## src/rtl/ipg_pkg.sv

```systemverilog
package ipg_pkg;
  typedef enum logic [1:0] {
    CH_IDLE  = 2'd0,
    CH_START = 2'd1,
    CH_DATA  = 2'd2,
    CH_TERM  = 2'd3
  } char_t;

  typedef enum logic [1:0] {
    TX_START,
    TX_BODY,
    TX_TERM,
    TX_GAP
  } txState_t;

  typedef struct packed {
    logic txLoadBody;
    logic txLoadGap;
    logic txDec;
    logic rxClr;
    logic rxInc;
    logic rxDecide;
  } strobes_t;
endpackage

```

## src/rtl/ipg_ctrl.sv

```systemverilog
module ipg_ctrl
  import ipg_pkg::*;
(
  input  logic       clk,
  input  logic       rst,
  input  logic       txLast,
  input  logic [1:0] rxChar,
  input  logic       rxLinkUp,
  output logic [1:0] txChar,
  output logic       txBitReady,
  output strobes_t   stb
);
  txState_t txState, txNext;
  logic     rxInGap;

  always_comb begin
    txNext = txState;
    case (txState)
      TX_START: txNext = TX_BODY;
      TX_BODY:  if (txLast) txNext = TX_TERM;
      TX_TERM:  txNext = TX_GAP;
      TX_GAP:   if (txLast) txNext = TX_START;
      default:  txNext = TX_START;
    endcase
  end

  always_ff @(posedge clk) begin
    if (rst) txState <= TX_START;
    else     txState <= txNext;
  end

  always_comb begin
    case (txState)
      TX_START: txChar = CH_START;
      TX_BODY:  txChar = CH_DATA;
      TX_TERM:  txChar = CH_TERM;
      default:  txChar = CH_IDLE;
    endcase
  end

  assign txBitReady = (txState == TX_TERM);

  // A gap counts only when its frame-end was seen on a live link.
  always_ff @(posedge clk) begin
    if (rst || !rxLinkUp)            rxInGap <= 1'b0;
    else if (rxChar == CH_TERM)      rxInGap <= 1'b1;
    else if (rxChar == CH_START)     rxInGap <= 1'b0;
  end

  always_comb begin
    stb.txLoadBody = (txState == TX_START);
    stb.txLoadGap  = (txState == TX_TERM);
    stb.txDec      = (txState == TX_BODY) || (txState == TX_GAP);
    stb.rxClr      = (rxChar == CH_TERM);
    stb.rxInc      = rxInGap && (rxChar == CH_IDLE);
    stb.rxDecide   = rxInGap && rxLinkUp && (rxChar == CH_START);
  end
endmodule

```

## src/rtl/ipg_dp.sv

```systemverilog
module ipg_dp
  import ipg_pkg::*;
#(
  parameter int CNT_W     = 16,
  parameter int BASE_GAP  = 3562,
  parameter int DELTA     = 128,
  parameter int FRAME_LEN = 64
) (
  input  logic     clk,
  input  logic     rst,
  input  strobes_t stb,
  input  logic     txBitValid,
  input  logic     txBit,
  output logic     txLast,
  output logic     rxBitValid,
  output logic     rxBit
);
  localparam int QUARTER = DELTA / 4;
  localparam logic [CNT_W-1:0] GAP_ONE  = CNT_W'(BASE_GAP + DELTA);
  localparam logic [CNT_W-1:0] GAP_ZERO = CNT_W'(BASE_GAP - DELTA);
  localparam logic [CNT_W-1:0] GAP_NONE = CNT_W'(BASE_GAP);
  localparam logic [CNT_W-1:0] BODY_LEN = CNT_W'(FRAME_LEN - 2);
  localparam logic [CNT_W-1:0] LOW_EDGE = CNT_W'(BASE_GAP - QUARTER);
  localparam logic [CNT_W-1:0] HIGH_EDGE = CNT_W'(BASE_GAP + QUARTER);
  localparam logic [CNT_W-1:0] CNT_MAX  = {CNT_W{1'b1}};

  logic [CNT_W-1:0] txCnt;
  logic [CNT_W-1:0] gapSel;
  logic [CNT_W-1:0] idleCnt;
  logic             deadZone;
  logic             sliceOk;

  always_comb begin
    if (txBitValid) gapSel = txBit ? GAP_ONE : GAP_ZERO;
    else            gapSel = GAP_NONE;
  end

  always_ff @(posedge clk) begin
    if (rst)                 txCnt <= '0;
    else if (stb.txLoadBody) txCnt <= BODY_LEN;
    else if (stb.txLoadGap)  txCnt <= gapSel;
    else if (stb.txDec)      txCnt <= txCnt - 1'b1;
  end

  assign txLast = (txCnt == CNT_W'(1));

  always_ff @(posedge clk) begin
    if (rst || stb.rxClr)                     idleCnt <= '0;
    else if (stb.rxInc && idleCnt != CNT_MAX) idleCnt <= idleCnt + 1'b1;
  end

  assign deadZone = (idleCnt > LOW_EDGE) && (idleCnt < HIGH_EDGE);
  assign sliceOk  = stb.rxDecide && !deadZone;

  always_ff @(posedge clk) begin
    if (rst) begin
      rxBitValid <= 1'b0;
      rxBit      <= 1'b0;
    end else begin
      rxBitValid <= sliceOk;
      if (sliceOk) rxBit <= (idleCnt >= GAP_NONE);
    end
  end
endmodule

```

## src/rtl/ipg_covert_modem.sv

```systemverilog
module ipg_covert_modem
  import ipg_pkg::*;
#(
  parameter int CNT_W     = 16,
  parameter int BASE_GAP  = 3562,
  parameter int DELTA     = 128,
  parameter int FRAME_LEN = 64
) (
  input  logic       clk,
  input  logic       rst,
  input  logic       txBitValid,
  input  logic       txBit,
  output logic       txBitReady,
  output logic [1:0] txChar,
  input  logic [1:0] rxChar,
  input  logic       rxLinkUp,
  output logic       rxBitValid,
  output logic       rxBit
);
  strobes_t stb;
  logic     txLast;

  ipg_ctrl u_ctrl (
    .clk(clk), .rst(rst), .txLast(txLast), .rxChar(rxChar),
    .rxLinkUp(rxLinkUp), .txChar(txChar), .txBitReady(txBitReady), .stb(stb)
  );

  ipg_dp #(
    .CNT_W(CNT_W), .BASE_GAP(BASE_GAP), .DELTA(DELTA), .FRAME_LEN(FRAME_LEN)
  ) u_dp (
    .clk(clk), .rst(rst), .stb(stb), .txBitValid(txBitValid), .txBit(txBit),
    .txLast(txLast), .rxBitValid(rxBitValid), .rxBit(rxBit)
  );
endmodule

```

## config.mk

```make
export PLATFORM = sky130hd
export DESIGN_NAME = ipg_covert_modem
export DESIGN_NICKNAME = d
export VERILOG_FILES = /design/src/rtl/ipg_pkg.sv /design/src/rtl/ipg_ctrl.sv /design/src/rtl/ipg_dp.sv /design/src/rtl/ipg_covert_modem.sv
export SDC_FILE = /design/constraint.sdc
export NUM_CORES = 1
export LEC_CHECK = 0
export ABC_AREA = 1
export CAP_MARGIN = 20
export CORE_ASPECT_RATIO = 1.2
export CORE_MARGIN = 4
export CORE_UTILIZATION = 56
export CTS_CLUSTER_DIAMETER = 150
export CTS_CLUSTER_SIZE = 12
export DETAILED_ROUTE_END_ITERATION = 10
export GPL_ROUTABILITY_DRIVEN = 0
export PLACE_DENSITY = 0.75
export RECOVER_POWER = 25
export SLEW_MARGIN = 10
export SYNTH_ARGS = -nofsm -noshare
export SYNTH_HDL_FRONTEND = slang
export SYNTH_SLANG_ARGS = --single-unit
```

## constraint.sdc

```tcl
create_clock -name clk -period 2.4 [get_ports clk]
set_input_delay 0.24 -clock clk [delete_from_list [all_inputs] [get_ports clk]]
set_output_delay 0.24 -clock clk [all_outputs]
set_load 0.005 [all_outputs]
```

---- Yosys cells after proc, flatten, opt, wreduce, memory -nomap -nowiden ----
Cells that the tools add are included.
word-level totals
  bits in registers ....................... 37
  input port bits ......................... 7
  output and inout port bits .............. 5
  word-level logic and storage cells ...... 50
cells by class
  add/subtract/negate cells ............... 2
  magnitude comparators ................... 3
  equal/unequal tests ..................... 9
  muxes and demuxes ....................... 11
  reduce and logical (&&, ||, !) cells .... 18
operator list
  cell                                                                             number
  16-bit 2-to-1 mux                                                                3
  16-bit by 1-bit adder with 16-bit output (second input constant)                 1
  16-bit by 1-bit equality test with 1-bit output (second input constant)          1
  16-bit by 12-bit >= comparator with 1-bit output (second input constant)         1
  16-bit by 12-bit > comparator with 1-bit output (second input constant)          1
  16-bit by 12-bit less-than comparator with 1-bit output (second input constant)  1
  16-bit inequality test (second input constant)                                   1
  16-bit by 1-bit subtractor with 16-bit output (second input constant)            1
  10-bit 2-to-1 mux                                                                1
  2-bit one-hot mux with 4 select lines                                            1
  2-bit equality test (second input constant)                                      3
  1-bit logical AND                                                                6
  6-bit 2-to-1 mux                                                                 1
  2-bit one-hot mux with 3 select lines                                            1
  2-bit by 1-bit equality test with 1-bit output (second input constant)           2
  2-bit zero test                                                                  2
  2-bit 2-to-1 mux                                                                 2
  2-bit inequality test (second input constant)                                    2
  2-bit nonzero test                                                               2
  1-bit logical OR                                                                 3
  3-bit nonzero test                                                               1
  1-bit zero test                                                                  2
  1-bit 2-to-1 mux                                                                 2
  2-bit AND reduction                                                              1
  2-bit OR reduction                                                               1

---- Longest topological paths before layout ----
Gate-level depths: netlist of run 1.
  word-level depth ........................ 5
  mapped depth ............................ 12
  mapped depth without buffers ............ 11

---- Hierarchy ----
From an unflattened synthesis of run 1, not the netlist that was laid out.
unflattened totals
  cells, all modules ...................... 338
  area total of the unflattened synthesis .. 2228.4 um^2
by module, submodules not included
  module    times used  cells each  area each (um^2)
  ipg_dp    1           298         1963.1
  ipg_ctrl  1           40          265.3

---- Worst setup path after synthesis of run 1 ----
Ideal clock, no wire load.
  path type ............................... reg2reg
  start ................................... reg u_ctrl.txState[0]
  end ..................................... reg u_dp.txCnt[12]
  setup time .............................. 0.119 ns
  arrival ................................. 1.619 ns
  slack ................................... 0.662 ns
  cell stages (with the launch flop) ...... 9
  cells stage by stage .................... dfxtp_1 > inv_1 > ha_1 > inv_1 > nand2_1 > nor3_1 > nand3_1 > o21ai_0 > a21oi_1
between the ends
  longest elaborated chain between the ends .. 3
  elaborated cells between the ends (all ways) .. 8
RTL lines
  what                                                                                   RTL line        source
  from (decl)                                                                            ipg_ctrl.sv:13  txState_t txState, txNext;
  from (signal assigned)                                                                 ipg_ctrl.sv:29  else txState <= txNext;
  2-bit by 1-bit equality test with 1-bit output or 2-bit equality test (tied branches)  ipg_ctrl.sv:53  stb.txDec = (txState == TX_BODY) || (txState == TX_GAP);
  1-bit logical OR                                                                       ipg_ctrl.sv:53
  2-bit nonzero test (no source line)                                                    -
  to (signal assigned)                                                                   ipg_dp.sv:41    else if (stb.txLoadGap) txCnt <= gapSel;
  to (signal assigned)                                                                   ipg_dp.sv:42    else if (stb.txDec) txCnt <= txCnt - 1'b1;
  to (decl)                                                                              ipg_dp.sv:27    logic [CNT_W-1:0] txCnt;
Parallel ways exist; a longest one is shown, timed or not.
A chain may end at the register's enable or synchronous reset.

---- Worst setup path after layout of run 1 ----
  start ................................... reg u_ctrl.txState[0]
  end ..................................... out txChar[0]
between the ends
  longest elaborated chain between the ends .. 2
  elaborated cells between the ends (all ways) .. 4
RTL lines
  what                                         RTL line                source
  2-bit equality test (tied with other cells)  ipg_ctrl.sv:33          case (txState)
  2-bit one-hot mux with 3 select lines (*)    ipg_ctrl.sv:33
  to (decl)                                    ipg_covert_modem.sv:14  output logic [1:0] txChar,
Mark *: on every way between the ends. The rest lies on a longest branch, timed or not.

==> key figures, run 1 <==
Power
  • Sw power: between 800 and 900 uW
  • Seq pwr share: 0.356
  • Clock share of power: 0.251
  • Sw frac: 0.376
  • Cell Pwr Density: ~850 nW/um^2
  • Power Internal: 1390 uW
  • Combinational power share: 0.393
  • Maximum vdd drop: approximately 0.5 mV
  • Lkg Pwr: 0.00112 uW

Worst hold path
  • Worst Hold Launch: u_ctrl.rxInGap$_SDFFE_PP0P_
  • Worst Hold Path EP: u_ctrl.rxInGap$_SDFFE_PP0P_
  • Worst Hold Path Cells: 2
  • Tightest Hold Check Type: flop to flop

Critical path
  • Crit path max fanout: 9
  • Critical-path top delay cell: clkdlybuf4s50_1
  • RR Endpoint: u_dp.txCnt[12]$_SDFFE_PP0P_
  • Critical Path, Cell by Cell: inv_1, ha_1, nor2_1, nor2_1, clkdlybuf4s50_1
  • Crit path arrival time: 1.93 ns
  • Family with the most delay on the worst path: buffers and inverters
  • Endpoint class of the critical path: primary output
  • Total stage count of the critical path: 5
  • Setup CP Type: flop to primary output
  • R2R cell count: 8
  • Worst Path Buf+Inv: 2
  • Crit start category: flop
  • Most used cell, CP: nor2_1
  • Reg-to-reg slack, setup: 0.36 ns
  • CP peak stage delay: ~0.50 ns
  • Worst r2r src: u_ctrl.txState[0]$_SDFFE_PP0P_
  • CP required: ~2.2 ns

Clock network
  • H-tree depth: 2
  • TritonCTS sink count: 37
  • Clock root cell: clkbuf_8
  • Clock-pin slew on the worst setup and hold paths: 0.07 ns
  • Post-CTS Hold Buffers: 0
  • Worst-skew pair later-pin latency: 0.29 ns
  • CTS tree: done
  • CTS max path bufs: 2
  • Post-CTS resize count: 0
  • Setup bufs post-CTS: 0
  • Total CTS buffers: 5

Die
  • Die Footprint: roughly 5300 um^2
  • Initial Utilization: 0.588
  • Cell Rows: 25
  • Die Height: a little under 80 um
  • Die X: 67.2 um
  • Core footprint: 4000 um^2
  • Ports: 12

Routing
  • DR vias: 2242
  • DRC: 0
  • 1st-iter DRT viols: 142
  • WL final: 5130 um
  • Pre-antenna DRT Iters: 4
  • Drt wl/cell: 11.8 um
  • ANT nets after route: 0
  • Vias/cell: around 5.2

Global routing
  • First-pass GRT wire length: 9240 um
  • Total grt overflow: 0
  • Vias in the first global route: 2188
  • Largest net degree at the start of global routing: 16
  • Initial antenna violation count: 0
  • GRT Total Usage: 0.224

Finish
  • Reg area: 741 um^2
  • Multi-input gate area: 1380 um^2
  • Antenna Cells: 0
  • Fill cell total of the finished layout: 395
  • Layout overhead on the synthesized area: 11.3%
  • Share of cells above drive strength 1: 0.0787
  • Nets: approximately 400

Status
  • Status: finished, final reports clean

Synth
  • Yosys top cell by area: dfxtp_1
  • Top cells by area, synth: dfxtp_1 (31%), nand2_1 (14%), nor2_1 (10%)
  • Post-Syn Nets: 382
  • Syn Area/Cell: about 6.4 um^2
  • Yosys reg bits: 37
  • Number of warnings issued by yosys: 0
  • Mapped Area: 2350 um^2
  • Post-Syn Instances: 365
  • Count of different cell masters after synthesis: 29
  • Synth top area share: 0.315
  • Seq/Total Area, Yosys: 0.315

Timing
  • Final Hold Viols: 0
  • Final Setup Violations: 0
  • Final period util: 0.904
  • Clock Skews: 0.00381 ns
  • RSZ-0062 raised after global routing: false
  • Slew HR: 0.623
  • Setup TNS: 0 ns
  • Slew at the pin closest to its max-slew limit: 0.565 ns
  • Post-route minimum period: between 2 and 2.5 ns
  • Fmax: about 460 MHz
  • Post-route setup slack: 0.230 ns
  • Slew Limit Fails: 0

Run
  • Max-cap violations: 0

Placement
  • Buffers on Ports: 11
  • HPWL after detailed placement: 3910 um
  • Setup WS pre-CTS: approximately 0.37 ns
[cells in the mapped netlist]
library cell / n
nor3_4: 1
or2_2: 4
nand2_1: 85
nand3_1: 15
nand4_1: 5
dfxtp_1: 37
buf_4: 2
buf_2: 2
buf_6: 1
nor2_1: 65
o21a_1: 1
inv_1: 46
nor3_2: 1
o21ai_0: 21
a21oi_1: 24
nor2_2: 1
a221oi_1: 1
inv_2: 2
xnor2_1: 2
ha_1: 10
nor4_1: 2
nand2_2: 4
a21oi_2: 8
clkbuf_1: 1
nand3b_1: 2
nor3_1: 9
xor2_1: 10
nand2_4: 1
a21boi_0: 2
[layout make-up]
cell class / instances / share of cell area
Clock inverter: 1 / 0.0115
Inverter: 48 / 0.0688
Timing Repair Buffer: 14 / 0.0506
Multi-Input combinational cell: 274 / 0.527
Clock buffer: 7 / 0.0330
Sequential cell: 37 / 0.283
Tap cell: 54 / 0.0258
[flip-flops by register name, summed over array words and instances, names as in the netlist]
name	flops
u_ctrl.rxInGap	1
u_ctrl.txState	2
u_dp.idleCnt	16
u_dp.rxBit	1
u_dp.rxBitValid	1
u_dp.txCnt	16
[cells by family after synthesis]
group / synth area share
AND/OR/NAND/NOR: 0.355
AO/OA/AOI/OAI: 0.139
buffers and inverters: 0.0936
flip-flops: 0.315
XOR/XNOR: 0.0447
adder cells (fa/ha/maj): 0.0532
[worst min-delay path: cells and delay by family (launching register included)]
| family | cells | cell delay [ns] |
|---|---|---|
| simple gates | 1 | 0.06 |
| compound gates | 1 | 0.05 |
| flops | 1 | 0.32 |
[how the worst max path moves through the flow]
| stage | from | to | slack [ns] |
|---|---|---|---|
| final | u_ctrl.txState[0]$_SDFFE_PP0P_ | txChar[0] | 0.23 |
| after global routing | u_ctrl.txState[0]$_SDFFE_PP0P_ | txChar[0] | 0.08 |
| after CTS | u_ctrl.txState[0]$_SDFFE_PP0P_ | txChar[0] | 0.21 |
| after detailed placement | u_ctrl.txState[0]$_SDFFE_PP0P_ | u_dp.txCnt[12]$_SDFFE_PP0P_ | 0.37 |
| after global placement | u_ctrl.txState[0]$_SDFFE_PP0P_ | u_dp.txCnt[12]$_SDFFE_PP0P_ | 0.47 |
| after floorplan | u_ctrl.txState[0]$_SDFFE_PP0P_ | u_dp.txCnt[12]$_SDFFE_PP0P_ | 0.66 |
[metrics by stage]
stage	total power [uW]	hold WS, ns	cells	util	cell area, um^2
2_1_floorplan	1440	0.312	365	-	2350
3_3_place_gp	1660	0.459	427	0.628	2510
3_5_place_dp	1670	0.471	427	0.628	2510
4_1_cts	2240	0.482	435	0.657	2630
5_1_grt	2420	0.512	435	0.654	2620
6_report	2230	0.475	435	0.654	2620
[per-layer routing]
metal	vias to the layer above	track usage	wire (um)
met3	10	0.0467	200
met4	0	0.0953	112
li1	1186	-	-
met1	1003	0.240	2200
met2	43	0.411	2620
met5	-	0	0
[power groups by stage]
stage / Combinational [uW] / Sequential, uW / Clock [uW]
2_1_floorplan: 652 / 784 / 0
3_3_place_gp: 861 / 803 / 0
3_5_place_dp: 872 / 803 / 0
4_1_cts: 876 / 789 / 572
5_1_grt: 1010 / 805 / 602
6_report: 877 / 793 / 560
[placed cells by master, fill, tap and decap left out, drive strengths merged, types with 3 or more instances in the layout]
cell           instances
a21oi                 32
buf                    3
clkbuf                 7
clkdlybuf4s50          8
dfxtp                 37
dlygate4sd3            3
ha                    10
inv                   48
nand2                 90
nand3                 15
nand4                  5
nor2                  66
nor3                  11
o21ai                 21
or2                    4
xor2                  10
No activity file was read; power rests on OpenSTA's default activity.
==> inputs of run 2 (changes only) <==
--- a/config.mk
+++ b/config.mk
@@ -5,7 +5,6 @@
 export SDC_FILE = /design/constraint.sdc
 export NUM_CORES = 1
 export LEC_CHECK = 0
-export ABC_AREA = 1
 export CAP_MARGIN = 20
 export CORE_ASPECT_RATIO = 1.2
 export CORE_MARGIN = 4
@@ -14,7 +13,7 @@
 export CTS_CLUSTER_SIZE = 12
 export DETAILED_ROUTE_END_ITERATION = 10
 export GPL_ROUTABILITY_DRIVEN = 0
-export PLACE_DENSITY = 0.75
+export PLACE_DENSITY = 0.76
 export RECOVER_POWER = 25
 export SLEW_MARGIN = 10
 export SYNTH_ARGS = -nofsm -noshare
==> run 2 against run 1 <==
Routed wire length decreased by 19%. Critical path depth increased by 2. Sequential share of layout area increased by 3.8 points. Register-to-register slack got worse by 0.12 ns. Flip-flop and latch count unchanged. Fmax increased by 0.22%. Worst setup slack improved by 0.0049 ns. Via count decreased by 21%. First-iteration DRC count decreased by 47%. Critical path type is now flop to flop. Die area decreased by 11%. Non-clock buffer count increased by 4.
==> key figures, run 2 <==
Timing
  • Final Hold Viols: 0 (unchanged)
  • Slew at the pin closest to its max-slew limit: 0.507 ns (-0.0574 ns)
  • Fmax: 462 MHz (+0.22%)
  • Post-route minimum period: 2.16 ns (-0.00486 ns)
  • Setup TNS: 0 ns (unchanged)
  • RSZ-0062 raised after global routing: false
  • Final period util: 0.902 (-0.00202)
  • Final Setup Violations: 0 (unchanged)
  • Clock Skews: 0.00177 ns (-0.00204 ns)
  • Slew Limit Fails: 0 (unchanged)
  • Slew HR: 0.662 (+0.0387)

Worst hold path
  • Tightest Hold Check Type: flop to flop
  • Worst Hold Launch: u_dp.txCnt[9]$_SDFFE_PP0P_
  • Worst Hold Path Cells: 2 (unchanged)
  • Worst Hold Path EP: u_dp.txCnt[9]$_SDFFE_PP0P_

Power
  • Lkg Pwr: 0.000898 uW (-20%)
  • Cell Pwr Density: 948 nW/um^2 (+11%)
  • Maximum vdd drop: 0.452 mV (-8.4%)

Routing
  • Vias/cell: 5.89 (+14%)
  • Drt wl/cell: 13.8 um (+17%)
  • DR vias: 1766 (-21%)
  • ANT nets after route: 0 (unchanged)
  • 1st-iter DRT viols: 75 (-47%)
  • DRC: 0 (unchanged)
  • Pre-antenna DRT Iters: 4 (unchanged)
  • WL final: 4150 um (-19%)

Placement
  • Buffers on Ports: 11 (unchanged)
  • Placed cell count: 292 (-32%)
  • Post-DP Area: 2240 um^2 (-11%)
  • HPWL after detailed placement: 3110 um (-20%)

Critical path
  • Worst Path Buf+Inv: 1 (-1)
  • Endpoint class of the critical path: flop
  • Crit path max fanout: 3 (-6)
  • CP required: 2.58 ns (+0.42 ns)
  • Critical-path top delay cell: or4_4
  • Setup CP Type: flop to flop
  • RR Endpoint: u_dp.txCnt[12]$_SDFFE_PP0P_
  • Worst r2r src: u_dp.txCnt[1]$_SDFFE_PP0P_
  • Critical Path, Cell by Cell: inv_1, ha_1, or3b_1, or4_4, or3_1, xor2_1, nor2_1
  • CP peak stage delay: 0.54 ns (+0.04 ns)
  • R2R cell count: 7 (-1)
  • Crit start category: flop
  • Family with the most delay on the worst path: simple AND/OR/NAND/NOR gates
  • Crit path arrival time: 2.35 ns (+0.42 ns)
  • Reg-to-reg slack, setup: 0.24 ns (-0.12 ns)

Synth
  • Count of different cell masters after synthesis: 48 (+66%)
  • Post-Synth XOR/XNOR Area: 0.0847 (+0.0401)
  • Number of warnings issued by yosys: 0 (unchanged)
  • Post-Syn Instances: 246 (-33%)
  • Seq/Total Area, Yosys: 0.358 (+0.0436)
  • Largest family of logic cells by synthesized area: simple AND/OR/NAND/NOR gates
  • Post-synthesis adder-cell area fraction: 0.0605 (+0.00737)
  • Syn Area/Cell: 8.40 um^2 (+30%)
  • Main synth FF type: dfxtp_1
  • Yosys top cell by area: dfxtp_1
  • Asr flop ratio synth: 0 (unchanged)
  • Top cells by area, synth: dfxtp_1 (36%), nor2_1 (6.7%), xor2_1 (6.4%)
  • Post-synthesis compound-gate area fraction: 0.150 (+0.0114)
  • Post-Synth Simple-Gate Area: 0.297 (-0.0579)
  • Post-Syn Nets: 263 (-31%)
  • Yosys reg bits: 37 (unchanged)
  • Post-synth EDFFs: 0 (unchanged)
  • Mapped Area: 2070 um^2 (-12%)
  • Synth top cells by count: dfxtp_1 (37), nor2_1 (37), xor2_1 (15)
  • Multiplexer share of the synthesized area: 0.0194 (+0.0194)
  • Synth top area share: 0.358 (+0.0436)

Die
  • Ports: 12 (unchanged)
  • Die X: 63.5 um (-5.5%)
  • Die Height: 74.6 um (-5.7%)
  • Core footprint: 3450 um^2 (-14%)
  • Initial Utilization: 0.599 (+0.0107)
  • Die Footprint: 4730 um^2 (-11%)
  • Cell Rows: 23 (-8.0%)

Clock network
  • H-tree depth: 2 (unchanged)
  • Setup bufs post-CTS: 0 (unchanged)
  • Total CTS buffers: 5 (unchanged)
  • CTS max path bufs: 2 (unchanged)
  • TritonCTS sink count: 37 (unchanged)
  • CTS tree: done
  • Clock-pin slew on the worst setup and hold paths: 0.07 ns (about the same)
  • Worst-skew pair later-pin latency: 0.29 ns (about the same)
  • Post-CTS resize count: 0 (unchanged)
  • Post-CTS Hold Buffers: 0 (unchanged)
  • Clock root cell: clkbuf_8

Global routing
  • Initial antenna violation count: 0 (unchanged)
  • Vias in the first global route: 1728 (-21%)
  • First-pass GRT wire length: 7420 um (-20%)
  • Largest net degree at the start of global routing: 17 (+1)
  • GRT Total Usage: 0.200 (-0.0241)
  • Total grt overflow: 0 (unchanged)

Finish
  • Layout overhead on the synthesized area: 11.6%
  • Largest registers: u_dp.idleCnt x16, u_dp.txCnt x16, u_ctrl.txState x2
  • Nets: 279 (-30%)
  • Design area: 2310 um^2 (-12%)
  • Share of cells above drive strength 1: 0.0646 (-0.0141)
  • Fill cell total of the finished layout: 326 (-17%)
  • Final Instance Count excl. Fillers: 300 (-31%)
  • Antenna Cells: 0 (unchanged)
  • Most frequent cells in the layout: nor2_1 (37), dfxtp_1 (37), xor2_1 (15)

Run
  • Max-cap violations: 0 (unchanged)

Status
  • Status: finished, final reports clean
[run 2: cell types whose count changed after synthesis, moves of 6 or more]
cell      before  now
nand3_1       15    5
nand2_1       85   12
clkbuf_1       1    7
nor2b_1        0    6
o21ai_0       21   12
inv_1         46    6
a21oi_1       24   12
nor2_1        65   37
a21oi_2        8    0
[run 2: how the worst max path moves through the flow]
stage,start,cells after the start,to
3_3_place_gp,u_dp.txCnt[0]$_SDFFE_PP0P_,7,u_dp.txCnt[12]$_SDFFE_PP0P_
4_1_cts,u_dp.txCnt[1]$_SDFFE_PP0P_,7,u_dp.txCnt[12]$_SDFFE_PP0P_
2_1_floorplan,u_ctrl.txState[0]$_SDFFE_PP0P_,8,u_dp.txCnt[12]$_SDFFE_PP0P_
6_report,u_dp.txCnt[1]$_SDFFE_PP0P_,7,u_dp.txCnt[12]$_SDFFE_PP0P_
3_5_place_dp,u_dp.txCnt[1]$_SDFFE_PP0P_,7,u_dp.txCnt[12]$_SDFFE_PP0P_
5_1_grt,u_dp.txCnt[1]$_SDFFE_PP0P_,7,u_dp.txCnt[12]$_SDFFE_PP0P_
[run 2: cell type report]
type	count	area, um^2	area share
multi-input cells	194	1260	0.546
clock buffers	6	72.6	0.0315
repair buffers	18	155	0.0672
clock inverters	2	10.0	0.00434
well taps	37	46.3	0.0201
inverters	6	22.5	0.00976
flip-flops and latches	37	741	0.321
[run 2: per-layer routing]
layer	vias to the layer above	wire [um]	global-route usage
met1	811	1720	0.205
met5	-	0	0
li1	923	-	-
met2	23	2230	0.384
met3	9	111	0.0529
met4	0	85	0.0863
[run 2: through the flow]
step / hold slack (ns) / power, uW / setup WS, ns / utilization
6_report: 0.495 / 2190 / 0.235 / 0.668
5_1_grt: 0.529 / 2390 / 0.0766 / 0.668
4_1_cts: 0.500 / 2230 / 0.212 / 0.672
3_5_place_dp: 0.489 / 1800 / 0.236 / 0.648
3_3_place_gp: 0.475 / 1770 / 0.318 / 0.648
2_1_floorplan: 0.384 / 1500 / 0.0113 / -
[run 2: report_power, final]
group / total [uW] / internal, uW / switching, uW
registers: 783 / 700 / 83.3
clock network: 413 / 201 / 212
logic: 991 / 473 / 518
total: 2190 / 1370 / 813
[run 2: cell families after synthesis]
| logic type | Yosys count |
|---|---|
| simple gates | 113 |
| mux | 4 |
| flops | 37 |
| compound gates | 47 |
| buf+inv | 15 |
| fa+ha+maj | 10 |
| xor+xnor | 20 |
[run 2: worst min-delay path, delay by kind of cell (launching register included)]
family	cells	cell delay (ns)
compound gates	2	0.13
flops	1	0.32
==> inputs of run 3 (changes only) <==
--- a/config.mk
+++ b/config.mk
@@ -12,8 +12,9 @@
 export CTS_CLUSTER_DIAMETER = 150
 export CTS_CLUSTER_SIZE = 12
 export DETAILED_ROUTE_END_ITERATION = 10
+export DONT_BUFFER_PORTS = 1
 export GPL_ROUTABILITY_DRIVEN = 0
-export PLACE_DENSITY = 0.76
+export PLACE_DENSITY = 0.71
 export RECOVER_POWER = 25
 export SLEW_MARGIN = 10
 export SYNTH_ARGS = -nofsm -noshare
==> run 3 against run 2 <==
Utilization fell by 3.2 points. Worst setup slack got worse by 0.057 ns. Global-route usage fell by 1.7 points. Hold slack got worse by 0.48 ns. Clock skew rose by 0.0024 ns. Flip-flop and latch count did not move. Fmax fell by 2.5%. Via count fell by 1.4%. Design area fell by 4.8%. Final cell count fell by 4.7%. Non-clock buffer count fell by 13. Largest cell class unchanged. Largest power group unchanged.
==> key figures, run 3 (same netlist as run 2, synthesis figures left out) <==
Finish
  • Most frequent cells in the layout: nor2_1 (37), dfxtp_1 (37), xor2_1 (15)
  • Layout overhead on the synthesized area: 6.30%
  • Antenna Cells: 0 (unchanged)
  • Share of cells above drive strength 1: 0.0602 (-0.00440)
  • Nets: 266 (-4.7%)
  • Util after Layout: 0.636 (-0.0319)
  • Final Instance Count excl. Fillers: 286 (-4.7%)
  • Largest registers: u_dp.idleCnt x16, u_dp.txCnt x16, u_ctrl.txState x2
  • Fill cell total of the finished layout: 308 (-5.5%)

Timing
  • Slew Limit Fails: 0 (unchanged)
  • Setup TNS: 0 ns (unchanged)
  • Final period util: 0.926 (+0.0236)
  • Slew at the pin closest to its max-slew limit: 0.602 ns (+0.0943 ns)
  • Final Hold Viols: 0 (unchanged)
  • Final Setup Violations: 0 (unchanged)
  • Post-route minimum period: 2.22 ns (+0.0566 ns)
  • Clock Skews: 0.00413 ns (+0.00235 ns)
  • RSZ-0062 raised after global routing: false
  • Fmax: 450 MHz (-2.5%)
  • Slew HR: 0.597 (-0.0646)

Critical path
  • Worst Path Buf+Inv: 1 (unchanged)
  • Critical-path top delay cell: or4_4
  • CP required: 2.58 ns (about the same)
  • Critical Path, Cell by Cell: inv_1, ha_1, or3b_1, or4_4, or3_1, xor2_1, nor2_1
  • CP peak stage delay: 0.56 ns (+0.02 ns)
  • Crit path max fanout: 6 (+3)
  • Family with the most delay on the worst path: simple AND/OR/NAND/NOR gates
  • Crit path arrival time: 2.40 ns (+0.05 ns)
  • Setup CP Type: flop to flop
  • Endpoint class of the critical path: flop
  • Crit start category: flop

Clock network
  • H-tree depth: 2 (unchanged)
  • Total CTS buffers: 5 (unchanged)
  • CTS max path bufs: 2 (unchanged)
  • Worst-skew pair later-pin latency: 0.28 ns (about the same)
  • Clock root cell: clkbuf_8
  • TritonCTS sink count: 37 (unchanged)
  • CTS tree: done
  • Clock-pin slew on the worst setup and hold paths: 0.07 ns (about the same)

Die
  • Initial Utilization: 0.599 (unchanged)
  • Core footprint: 3450 um^2 (unchanged)
  • Die Footprint: 4730 um^2 (unchanged)
  • Die Height: 74.6 um (unchanged)
  • Die X: 63.5 um (unchanged)
  • Cell Rows: 23 (unchanged)
  • Ports: 12 (unchanged)

Run
  • Max-cap violations: 0 (unchanged)

Placement
  • HPWL after detailed placement: 2870 um (-7.7%)
  • Placed cell count: 278 (-4.8%)
  • Buffers on Ports: 0 (-11)

Routing
  • DRC: 0 (unchanged)
  • Drt wl/cell: 13.9 um (+0.17%)
  • WL final: 3960 um (-4.5%)
  • 1st-iter DRT viols: 69 (-8.0%)
  • Pre-antenna DRT Iters: 4 (unchanged)
  • ANT nets after route: 0 (unchanged)
  • Vias/cell: 6.09 (+3.4%)
  • DR vias: 1741 (-1.4%)

Global routing
  • GRT Total Usage: 0.182 (-0.0174)
  • Initial antenna violation count: 0 (unchanged)
  • Vias in the first global route: 1621 (-6.2%)
  • First-pass GRT wire length: 6880 um (-7.3%)
  • Total grt overflow: 0 (unchanged)
  • Largest net degree at the start of global routing: 17 (unchanged)

Worst hold path
  • Tightest Hold Check Type: input port to flop

Power
  • Cell Pwr Density: 957 nW/um^2 (+0.95%)
  • Lkg Pwr: 0.000843 uW (-6.1%)
  • Maximum vdd drop: 0.429 mV (-5.2%)
  • Power Total: 2100 uW (-3.9%)

Status
  • Status: finished, final reports clean
run 3: changes by cell type in the layout (fill, tap and decap cells not counted), sizes merged:
cell	change
clkdlybuf4s50	-8
dlygate4sd3	-2
clkinv	-2
buf	-2
run 3: through the flow:
stage	instance area, um^2	setup slack (ns)	hold slack, ns
5_1_grt	2200	0.0415	0.00386
3_3_place_gp	2100	0.227	0.310
6_report	2200	0.179	0.0151
4_1_cts	2190	0.172	0.00529
2_1_floorplan	2070	0.0113	0.384
3_5_place_dp	2100	0.184	0.313
run 3: final timing paths:
path | depth (start not counted) | slack [ns] | startpoint | to
setup / recovery | 7 | 0.18 | u_dp.txCnt[1]$_SDFFE_PP0P_ | u_dp.txCnt[12]$_SDFFE_PP0P_
hold / removal | 1 | 0.02 | rst | u_dp.rxBit$_SDFFE_PP0P_
setup reg to reg | 7 | 0.18 | u_dp.txCnt[1]$_SDFFE_PP0P_ | u_dp.txCnt[12]$_SDFFE_PP0P_
hold reg to reg | 2 | 0.49 | u_dp.txCnt[9]$_SDFFE_PP0P_ | u_dp.txCnt[9]$_SDFFE_PP0P_
run 3: area by class of cell:
| cell class | instances | area, um^2 | area share |
|---|---|---|---|
| multi-input combinational | 194 | 1260 | 0.576 |
| clock buffer | 7 | 86.3 | 0.0393 |
| sequential | 37 | 741 | 0.337 |
| inverter | 6 | 22.5 | 0.0103 |
| tap | 37 | 46.3 | 0.0211 |
| timing repair buffer | 5 | 36.3 | 0.0165 |
run 3: where the power goes:
group / switching [uW] / internal (uW)
clock network: 202 / 228
registers: 84.1 / 700
logic: 495 / 393
total: 782 / 1320
run 3: timing repair:
action / 4_1_cts / 5_1_grt
gates resized for setup: 0 / 0
hold endpoints to repair: 0 / 1
endpoints found under the setup margin: 0 / 0
buffers inserted: 0 / 0
hold buffers: 0 / 1
run 3: per-layer routing:
metal,track usage,wire (um),vias up
met2,0.347,2070,22
met5,0,0,-
li1,-,-,896
met4,0.0743,55,0
met3,0.0423,98,5
met1,0.195,1740,818
